$ cat src/rtl/dsense_pkg.sv
package dsense_pkg;

    typedef enum logic [1:0] {
        ST_IDLE,
        ST_CMD,
        ST_RD,
        ST_WR
    } frame_st_e;

    localparam logic [6:0]  A_CTRL     = 7'h02;
    localparam logic [6:0]  A_MODE     = 7'h04;
    localparam logic [6:0]  A_TEST     = 7'h1E;
    localparam logic [6:0]  A_THR_GND  = 7'h3A;
    localparam logic [6:0]  A_THR_SUP  = 7'h3C;
    localparam logic [6:0]  A_SENSE_B0 = 7'h10;
    localparam logic [6:0]  A_SENSE_W  = 7'h78;
    localparam logic [15:0] THR_RST    = 16'h0206;

    // number of data bytes a register carries
    function automatic logic [2:0] reg_len(input logic [6:0] a);
        if (a == A_THR_GND || a == A_THR_SUP) return 3'd2;
        if (a == A_SENSE_W)                   return 3'd4;
        return 3'd1;
    endfunction

endpackage

$ cat src/rtl/dsense_sync.sv
module dsense_sync (
    input  logic clk,
    input  logic rst_n,
    input  logic sck,
    input  logic cs_n,
    input  logic mosi,
    output logic sck_rise,
    output logic cs_act,
    output logic mosi_s
);
    logic sck_a, sck_b, cs_a, mosi_a;

    always_ff @(posedge clk or negedge rst_n) begin
        if (!rst_n) begin
            sck_a  <= 1'b0;
            sck_b  <= 1'b0;
            cs_a   <= 1'b1;
            mosi_a <= 1'b0;
        end else begin
            sck_a  <= sck;
            sck_b  <= sck_a;
            cs_a   <= cs_n;
            mosi_a <= mosi;
        end
    end

    assign sck_rise = sck_a & ~sck_b;
    assign cs_act   = ~cs_a;
    assign mosi_s   = mosi_a;
endmodule

$ cat src/rtl/dsense_frame.sv
module dsense_frame
    import dsense_pkg::*;
(
    input  logic        clk,
    input  logic        rst_n,
    input  logic        sck_rise,
    input  logic        cs_act,
    input  logic        mosi_s,
    input  logic [31:0] rd_word,
    output logic [6:0]  rd_addr,
    output logic        wr_en,
    output logic [6:0]  wr_addr,
    output logic [15:0] wr_data,
    output logic        miso,
    output frame_st_e   state
);
    frame_st_e   state_q, state_d;
    logic [2:0]  bit_q;
    logic [6:0]  sh_q;
    logic [6:0]  addr_q;
    logic [1:0]  nbyte_q;
    logic [7:0]  hi_q;
    logic [31:0] tx_q;
    logic [7:0]  sh_next;
    logic        byte_done;
    logic [2:0]  wlen;

    assign sh_next   = {sh_q, mosi_s};
    assign byte_done = sck_rise && (bit_q == 3'd7);
    assign wlen      = reg_len(addr_q);

    // next-state logic
    always_comb begin
        state_d = state_q;
        unique case (state_q)
            ST_IDLE: if (cs_act) state_d = ST_CMD;
            ST_CMD: begin
                if (!cs_act)        state_d = ST_IDLE;
                else if (byte_done) state_d = sh_next[7] ? ST_RD : ST_WR;
            end
            ST_RD:   if (!cs_act) state_d = ST_IDLE;
            ST_WR:   if (!cs_act) state_d = ST_IDLE;
        endcase
    end

    always_ff @(posedge clk or negedge rst_n) begin
        if (!rst_n) state_q <= ST_IDLE;
        else        state_q <= state_d;
    end

    // shift, count and capture datapath
    always_ff @(posedge clk or negedge rst_n) begin
        if (!rst_n) begin
            bit_q   <= '0;
            sh_q    <= '0;
            addr_q  <= '0;
            nbyte_q <= '0;
            hi_q    <= '0;
            tx_q    <= '0;
        end else if (!cs_act) begin
            bit_q   <= '0;
            nbyte_q <= '0;
        end else if (sck_rise) begin
            bit_q <= bit_q + 3'd1;
            sh_q  <= sh_next[6:0];
            if (state_q == ST_CMD && byte_done) begin
                addr_q <= sh_next[6:0];
                tx_q   <= sh_next[7] ? rd_word : '0;
            end
            if (state_q == ST_RD)
                tx_q <= {tx_q[30:0], 1'b0};
            if (state_q == ST_WR && byte_done) begin
                if (nbyte_q == 2'd0) hi_q <= sh_next;
                if (nbyte_q != 2'd3) nbyte_q <= nbyte_q + 2'd1;
            end
        end
    end

    // outputs
    always_comb begin
        rd_addr = (state_q == ST_CMD) ? sh_next[6:0] : addr_q;
        wr_addr = addr_q;
        wr_en   = (state_q == ST_WR) && byte_done &&
                  ((wlen == 3'd1 && nbyte_q == 2'd0) ||
                   (wlen == 3'd2 && nbyte_q == 2'd1));
        wr_data = (wlen == 3'd2) ? {hi_q, sh_next} : {8'h00, sh_next};
        miso    = (state_q == ST_RD) & tx_q[31];
        state   = state_q;
    end
endmodule

$ cat src/rtl/dsense_regs.sv
module dsense_regs
    import dsense_pkg::*;
#(
    parameter int N_BANKS = 4,
    parameter int BANK_W  = 8,
    localparam int CH     = N_BANKS * BANK_W
) (
    input  logic              clk,
    input  logic              rst_n,
    input  logic              wr_en,
    input  logic [6:0]        wr_addr,
    input  logic [15:0]       wr_data,
    input  logic [6:0]        rd_addr,
    input  logic [CH-1:0]     sense_in,
    output logic [31:0]       rd_word,
    output logic [N_BANKS-1:0] bank_sel,
    output logic [15:0]       thr_gnd,
    output logic [15:0]       thr_sup,
    output logic              locked,
    output logic              srst,
    output logic [CH-1:0]     sense_q
);
    logic [1:0]         ctrl_q;
    logic [N_BANKS-1:0] mode_q;
    logic [7:0]         test_q;
    logic [15:0]        thr_g_q, thr_s_q;
    logic               lock_q;

    always_ff @(posedge clk or negedge rst_n) begin
        if (!rst_n) begin
            ctrl_q  <= '0;
            mode_q  <= '0;
            test_q  <= '0;
            thr_g_q <= THR_RST;
            thr_s_q <= THR_RST;
            lock_q  <= 1'b0;
            sense_q <= '0;
        end else begin
            if (wr_en && wr_addr == A_CTRL) ctrl_q <= wr_data[1:0];
            if (ctrl_q[1]) begin
                mode_q  <= '0;
                test_q  <= '0;
                thr_g_q <= THR_RST;
                thr_s_q <= THR_RST;
                lock_q  <= 1'b0;
            end else if (wr_en) begin
                case (wr_addr)
                    A_MODE: mode_q <= wr_data[N_BANKS-1:0];
                    A_TEST: test_q <= wr_data[7:0];
                    A_THR_GND: begin
                        thr_g_q <= wr_data;
                        if (wr_data[8]) lock_q <= 1'b1;
                    end
                    A_THR_SUP: begin
                        thr_s_q <= wr_data;
                        if (wr_data[8]) lock_q <= 1'b1;
                    end
                    default: ;
                endcase
            end
            if (!lock_q) sense_q <= sense_in;
        end
    end

    // read mux, left-aligned to the register length
    always_comb begin
        logic [31:0] v;
        logic [2:0]  len;
        v   = '0;
        len = reg_len(rd_addr);
        case (rd_addr)
            A_CTRL:    v = 32'(ctrl_q);
            A_MODE:    v = 32'(mode_q);
            A_TEST:    v = 32'(test_q);
            A_THR_GND: v = 32'(thr_g_q);
            A_THR_SUP: v = 32'(thr_s_q);
            A_SENSE_W: v = 32'(sense_q);
            default:   v = '0;
        endcase
        for (int b = 0; b < N_BANKS; b++)
            if (rd_addr == 7'(A_SENSE_B0 + 2 * b))
                v = 32'(sense_q[b*BANK_W +: BANK_W]);
        rd_word = v << (6'd32 - {len, 3'b000});
    end

    assign bank_sel = mode_q;
    assign thr_gnd  = thr_g_q;
    assign thr_sup  = thr_s_q;
    assign locked   = lock_q;
    assign srst     = ctrl_q[1];
endmodule

$ cat src/rtl/discrete_sense_spi.sv
module discrete_sense_spi
    import dsense_pkg::*;
#(
    parameter int N_BANKS = 4,
    parameter int BANK_W  = 8,
    localparam int CH     = N_BANKS * BANK_W
) (
    input  logic               clk,
    input  logic               rst_n,
    input  logic               sck,
    input  logic               cs_n,
    input  logic               mosi,
    output logic               miso,
    input  logic [CH-1:0]      sense_in,
    output logic [N_BANKS-1:0] bank_sel,
    output logic [15:0]        thr_gnd,
    output logic [15:0]        thr_sup,
    output logic               locked
);
    logic        sck_rise, cs_act, mosi_s;
    logic [31:0] rd_word;
    logic [6:0]  rd_addr, wr_addr;
    logic        wr_en, srst;
    logic [15:0] wr_data;
    logic [CH-1:0] sense_q;
    frame_st_e   state;

    dsense_sync u_sync (
        .clk(clk), .rst_n(rst_n), .sck(sck), .cs_n(cs_n), .mosi(mosi),
        .sck_rise(sck_rise), .cs_act(cs_act), .mosi_s(mosi_s)
    );

    dsense_frame u_frame (
        .clk(clk), .rst_n(rst_n), .sck_rise(sck_rise), .cs_act(cs_act),
        .mosi_s(mosi_s), .rd_word(rd_word), .rd_addr(rd_addr),
        .wr_en(wr_en), .wr_addr(wr_addr), .wr_data(wr_data),
        .miso(miso), .state(state)
    );

    dsense_regs #(.N_BANKS(N_BANKS), .BANK_W(BANK_W)) u_regs (
        .clk(clk), .rst_n(rst_n), .wr_en(wr_en), .wr_addr(wr_addr),
        .wr_data(wr_data), .rd_addr(rd_addr), .sense_in(sense_in),
        .rd_word(rd_word), .bank_sel(bank_sel), .thr_gnd(thr_gnd),
        .thr_sup(thr_sup), .locked(locked), .srst(srst), .sense_q(sense_q)
    );
endmodule

$ cat config.mk
export PLATFORM = sky130hd
export DESIGN_NAME = discrete_sense_spi
export DESIGN_NICKNAME = d
export VERILOG_FILES = /design/src/rtl/dsense_pkg.sv /design/src/rtl/dsense_sync.sv /design/src/rtl/dsense_frame.sv /design/src/rtl/dsense_regs.sv /design/src/rtl/discrete_sense_spi.sv
export SDC_FILE = /design/constraint.sdc
export NUM_CORES = 1
export LEC_CHECK = 0
export ABC_AREA = 0
export BUFFER_PORTS_ARGS = -buffer_cell sky130_fd_sc_hd__buf_2
export CORE_MARGIN = 4
export CORE_UTILIZATION = 59
export CTS_CLUSTER_DIAMETER = 80
export CTS_CLUSTER_SIZE = 10
export DETAILED_ROUTE_END_ITERATION = 16
export PLACE_DENSITY = 0.82
export SYNTH_ARGS = -nofsm -noshare
export SYNTH_HDL_FRONTEND = slang
export SYNTH_SLANG_ARGS = --single-unit
export TNS_END_PERCENT = 100
$ cat constraint.sdc
create_clock -name clk -period 2.86 [get_ports clk]
set_input_delay 0.286 -clock clk [delete_from_list [all_inputs] [get_ports clk]]
set_output_delay 0.286 -clock clk [all_outputs]
set_load 0.05 [all_outputs]
# Yosys cells after proc, flatten, opt, wreduce, memory -nomap -nowiden

Index checks and enable logic that the tools add are counted.

Add/sub/neg operators: 3
Multiply operators: 0
Div/mod/pow operators: 0
$lt $le $gt $ge: 0
Equality and inequality tests: 27
Shift operators: 1
Mux-type cells: 52
Bitwise logic cells: 4
Reductions and logical operators: 36

Operators by type and width:

| kind                                                                  | number |
|---|---|
| 32-bit two-way mux                                                    | 7 |
| 32-bit case mux with 6 select lines                                   | 1 |
| 16-bit two-way mux                                                    | 7 |
| 7-bit by 5-bit equality test with 1-bit output, second input constant | 6 |
| 32-bit by 6-bit left shift with 32-bit output                         | 1 |
| 3-bit two-way mux                                                     | 10 |
| 7-bit by 6-bit equality test with 1-bit output, second input constant | 4 |
| 8-bit two-way mux                                                     | 3 |
| 2-bit nonzero test                                                    | 11 |
| 2-bit two-way mux                                                     | 8 |
| 3-bit AND reduction                                                   | 5 |
| 7-bit by 2-bit equality test with 1-bit output, second input constant | 2 |
| 7-bit by 3-bit equality test with 1-bit output, second input constant | 2 |
| 7-bit equality test, second input constant                            | 2 |
| 4-bit two-way mux                                                     | 3 |
| 1-bit two-way mux                                                     | 11 |
| 2-bit AND reduction                                                   | 5 |
| 1-bit logical AND                                                     | 7 |
| 7-bit two-way mux                                                     | 1 |
| 2-bit case mux with 3 select lines                                    | 1 |
| 6-bit subtractor, first input constant                                | 1 |
| 2-bit by 1-bit equality test with 1-bit output, second input constant | 2 |
| 2-bit equality test, second input constant                            | 2 |
| 2-bit zero test                                                       | 2 |
| other kinds (13)                                                      | 19 |

Bits in registers: 144
Bits in latches: 0
Memory bits (writable): 0
Memory bits (read-only): 0
Bits of input ports: 37
Output and inout bits: 38
Logic and storage cells: 141
Memories kept: 0

# Depth between registers and ports, before layout

Word-level depth: 13
Depth in mapped cells: 10
Mapped depth without buffers: 9

# By module

Synthesis repeated with hierarchy kept, for this count alone.

Cell total of the unflattened synthesis: 726
Area total of the unflattened synthesis: 7702.4 um2

By module, submodules not included:

| module       | times used | cells each | area an instance (um2) | seq. area each (um2) |
|---|---|---|---|---|
| dsense_regs  | 1          | 430        | 4449.3                 | 1984.4 |
| dsense_frame | 1          | 290        | 3134.3                 | 1526.5 |
| dsense_sync  | 1          | 6          | 118.9                  | 101.3 |

# Worst setup path after synthesis

No wires, ideal clock.

Kind: register -> output
From: register u_frame.state_q[1] (netlist: u_frame.state[1])
To: output miso
Arrival time: 2.041 ns
Required time: 2.574 ns
Slack: 0.533 ns
Stages on the path, launching flop included: 7
Path buffers: 4
Cell sequence: dfrtp_1 -> buf_2 -> nor2b_1 -> clkbuf_1 -> clkbuf_1 -> buf_1 -> and2_1

Word-level cells in the longest chain between the ends: 2

Ends and longest elaborated chain:

| element                | RTL line                 | RTL |
|---|---|---|
| start, declared        | dsense_frame.sv:17       | `frame_st_e state_q, state_d;` |
| start signal, assigned | dsense_frame.sv:48       | `else state_q <= state_d;` |
| 2-bit equality test    | dsense_frame.sv:87       | `miso = (state_q == ST_RD) & tx_q[31];` |
| 1-bit bitwise AND      | dsense_frame.sv:87       |  |
| end, declared          | discrete_sense_spi.sv:13 | `output logic miso,` |

No other way between the ends.

# Worst setup path in the final report

From: register u_frame.state_q[1] (netlist: u_frame.state[1])
To: register u_frame.tx_q[20]

Word-level cells in the longest chain between the ends: 12
Elaborated cells on any way between the ends: 33
Classes of those cells: add/sub (1); eq/ne (12); shift (1); mux (15); reduce/logical (4)

Ends and longest elaborated chain:

| element                                                                         | RTL line                               | RTL |
|---|---|---|
| 2-bit by 1-bit equality test with 1-bit output                                  | dsense_frame.sv:66, dsense_frame.sv:81 |  |
| 7-bit two-way mux                                                               | dsense_frame.sv:81                     | `rd_addr = (state_q == ST_CMD) ? sh_next[6:0] : addr_q;` |
| 7-bit equality test (tied with other cells)                                     | dsense_pkg.sv:22, dsense_regs.sv:71    |  |
| 1-bit two-way mux / 32-bit case mux with 6 select lines (equally long branches) | dsense_pkg.sv:22, dsense_regs.sv:71    |  |
| 1-bit two-way mux / 32-bit two-way mux (equally long branches)                  | dsense_pkg.sv:22, dsense_regs.sv:81    |  |
| 3-bit two-way mux / 32-bit two-way mux (equally long branches)                  | dsense_pkg.sv:23, dsense_regs.sv:81    |  |
| 3-bit two-way mux / 32-bit two-way mux (equally long branches)                  | dsense_pkg.sv:22, dsense_regs.sv:81    |  |
| 6-bit subtractor / 32-bit two-way mux (equally long branches)                   | dsense_regs.sv:83, dsense_regs.sv:81   |  |
| 32-bit by 6-bit left shift with 32-bit output                                   | dsense_regs.sv:83                      | `rd_word = v << (6'd32 - {len, 3'b000});` |
| 32-bit two-way mux                                                              | dsense_frame.sv:68                     | `tx_q <= sh_next[7] ? rd_word : '0;` |
| 32-bit two-way mux                                                              | dsense_frame.sv:66                     | `if (state_q == ST_CMD && byte_done) begin` |
| 32-bit two-way mux                                                              | dsense_frame.sv:70                     | `if (state_q == ST_RD)` |
| end signal, assigned                                                            | dsense_frame.sv:68                     |  |
| end signal, assigned                                                            | dsense_frame.sv:71                     | `tx_q <= {tx_q[30:0], 1'b0};` |
| end, declared                                                                   | dsense_frame.sv:23                     | `logic [31:0] tx_q;` |

Parallel ways exist; a longest one is shown, timed or not. The select of a mux whose other input is x is not followed.
A chain may end at the register's enable or synchronous reset.

==> reports/qor.yml <==
status:
  status: "complete, no violations"
grt:
  grt_use_met1: 0.4401
  grt_pass1_wl_um: 35870
  grt.busiest_layer: "met2"
  grt_use_met3: 0.1125
  grt_pass1_vias: 6468
  use_met2: 0.4920
  track_usage: 0.3312
  grt_overflow: 0
  antenna_found_initial: 0
  grt_max_degree: 79
min_path:
  worstHoldStart: "sense_in[27]"
  hold_path_class: "input port to flop"
  worst_hold_path.num_cells: 2
  whs_endpoint: "u_regs.sense_q[27]"
routing:
  routed_via_density: 6.561
  vias: 6272
  ant_nets: 0
  routed_wl_um: 22300
  drt_iter0_markers: 807
  drt-wirelength-per-cell_um: 23.32
  drc_errors: 0
  first_pass_iters: 7
synthesis:
  syn_nets: 752
  yosysSeqAreaShare: 0.4984
  synth_area_sq_um: 7247
  synth_common_cells: "137 x dfrtp_1, 81 x nor2_1, 75 x nand2_1"
  synth_flop_cell: "dfrtp_1"
  yosysTopAreaCell: "dfrtp_1"
  synth_edf_count: 0
  synth.distinct_cells: 68
  synth_cells: 710
  synth_seq_cells: 144
  ys_async_sr_fraction: 1.000
  synth_most_common_cell: "dfrtp_1"
  synth_area_per_cell_sq_um: 10.21
  netlist.area_leader.share: 0.4731
  synth.area.top_cells: "dfrtp_1 47%, mux2_2 8.1%, nor2_1 4.2%, nand2_1 3.9%, a21oi_1 3.0%"
  ys_warn_count: 0
final_layout:
  nNetsFinal: 838
  utilization: 0.7095
  insertedDiodeCount: 0
  areaGrowthSynthToFinish_pct: 17.59
  drive_above_1_share: 0.2843
  fin_area_sq_um: 8522
timing:
  slew_headroom: 0.4795
  tightest_slew_ns: 0.7808
  worst_slack_ns: 0.1488
  setup_viol: 0
  clock_skew_ns: 0.008179
  period_minus_slack_ns: 2.711
  fmax_ghz: 0.3688
  timing.final.max_slew_violations: 0
  report.final.hold_viol_count: 0
  setup_tns_ns: 0
  rsz0062_at_grt: "false"
  post-route-period-util: 0.9480
floorplan:
  chipWidth_um: 118.8
  coreArea_sq_um: 12010
  rows: 40
  start_util: 0.6033
  dieHeight_um: 118.8
  die_area_sq_um: 14120
  io_pins: 75
setup_path:
  critPathBufInv: 1
  path_class: "flop to flop"
  crit_slowest_cell: "or4b_4"
  crit_required_ns: 3.21
  critPathMaxStageDelay_ns: 0.57
  reg2reg_slack_ns: 0.15
  path_depth: 8
  reg2reg_depth: 8
  r2r-end: "u_frame.tx_q[20]"
  cp_top_family: "simple AND/OR/NAND/NOR gates"
  startpoint_type: "flop"
  worstPathArrival_ns: 3.06
  reg2reg_from: "u_frame.state[1]"
  cp_cell_sequence: "or4b_4 -> o31a_4 -> nor4_4 -> o21ai_0 -> nand4_1 -> buf_4 -> nand3_1 -> a21oi_1"
  crit_fanout: 14
  setup.worst_path.end_class: "flop"
power_and_ir_drop:
  p_leak_nw: 3.875
  powerDensity_nw_per_um2: 600.0
  ir_drop_mv: 0.5846
clocking:
  cts.sinks: 144
  cts_max_path_buffers: 2
  numCtsBuffers: 17
  clk_pin_slew_ns: 0.06
  cts_root_buffer: "clkbuf_16"
  htree_levels: 4
  cts_tree: "yes"
  clk_latency_ns: 0.44
run:
  maxCapViolations: 0
place:
  placed_area_sq_um: 7873
  gp_congestion: 0.9720
  dpl_worst_slack_ns: 0.1396
  portBuffers: 74
  hpwl_um: 15950
-- worst register-to-register path: stages (launching register included) --
cell,delay (ns)
dfrtp_2,0.49
or4b_4,0.58
o31a_4,0.19
nor4_4,0.53
o21ai_0,0.18
nand4_1,0.25
buf_4,0.17
nand3_1,0.07
a21oi_1,0.18
-- layer usage --
metal  wire, um  part of all wire  vias up
li1           -                 -     2769
met1       9078              0.41     3090
met2      10160              0.46      357
met3       2284              0.10       56
met4        778             0.035        0
met5          0                 0        -
-- registers in the layout (all words and copies together), names as in the netlist, 7 cells and up --
signal           flops
u_regs.sense_q      32
u_regs.thr_sup      16
u_frame.wr_addr      7
u_regs.thr_gnd      16
u_regs.test_q        8
u_frame.tx_q        32
u_frame.hi_q         8
u_frame.sh_q         7
-- repair_timing --
item                                    CTS  global route
hold buffers                              4             0
endpoints found under the hold margin    79             0
resized for setup                         0             4
setup buffers                             0             1
endpoints found under the setup margin    0            11
-- report_power, final --
part	total [mW]	switching (mW)	leakage, nW	internal [mW]
logic	0.673	0.428	1.70	0.245
registers	2.23	0.119	1.89	2.11
clock network	2.21	0.958	0.283	1.26
-- cell type report --
| type | instances | area [sq um] |
|---|---|---|
| sequential | 144 | 3615 |
| fill | 831 | 3490 |
| multi-input combinational | 509 | 3401 |
| timing repair buffer | 114 | 699.4 |
| clock buffer | 19 | 442.9 |
| tap | 147 | 183.9 |
| clock inverter | 13 | 142.6 |
| inverter | 10 | 37.54 |
-- worst max path at each step --
stage               slack, ns               end        startpoint
finish                   0.15  u_frame.tx_q[20]  u_frame.state[1]
global route             0.05   u_frame.tx_q[4]  u_frame.state[1]
floorplan                0.53              miso  u_frame.state[1]
detailed placement       0.14  u_frame.tx_q[16]  u_frame.state[0]
global placement         0.28  u_frame.tx_q[29]  u_frame.state[1]
CTS                      0.13  u_frame.tx_q[16]  u_frame.state[0]
-- through the flow --
stage	total power, mW	std cells	hold slack (ns)
floorplan	2.596	710	-0.009591
global placement	2.879	919	0.3550
detailed placement	2.898	919	0.3656
CTS	5.095	955	0.07030
global route	5.275	956	0.07734
finish	5.113	956	0.08236
-- kinds of logic after synthesis --
group,after synthesis,synth area share
buffers and inverters,57,0.03505
multiplexers,75,0.1143
AO/OA/AOI/OAI,174,0.1645
XOR/XNOR,2,0.002418
flip-flops,144,0.4984
adder cells (fa/ha/maj),5,0.008633
AND/OR/NAND/NOR,253,0.1766
-- layout by cell type (no fill, tap or decap), types with 5 or more instances in the layout --
| cell | n |
|---|---|
| mux2i_1 | 22 |
| nor2_1 | 81 |
| o22ai_1 | 7 |
| nor3_1 | 11 |
| nand3_1 | 27 |
| a31oi_1 | 9 |
| inv_6 | 5 |
| and3_1 | 5 |
| o21ai_0 | 39 |
| ha_1 | 5 |
| nand2b_1 | 6 |
| a222oi_1 | 8 |
| a22oi_1 | 10 |
| buf_2 | 73 |
| inv_1 | 10 |
| dfstp_2 | 7 |
| a21oi_1 | 44 |
| buf_4 | 35 |
| nand4_1 | 14 |
| a221oi_1 | 13 |
| clkbuf_16 | 17 |
| a311oi_1 | 9 |
| nand2_1 | 75 |
| mux2_2 | 52 |
| dfrtp_1 | 135 |
Note: power is estimated with default switching activity, not from simulation.
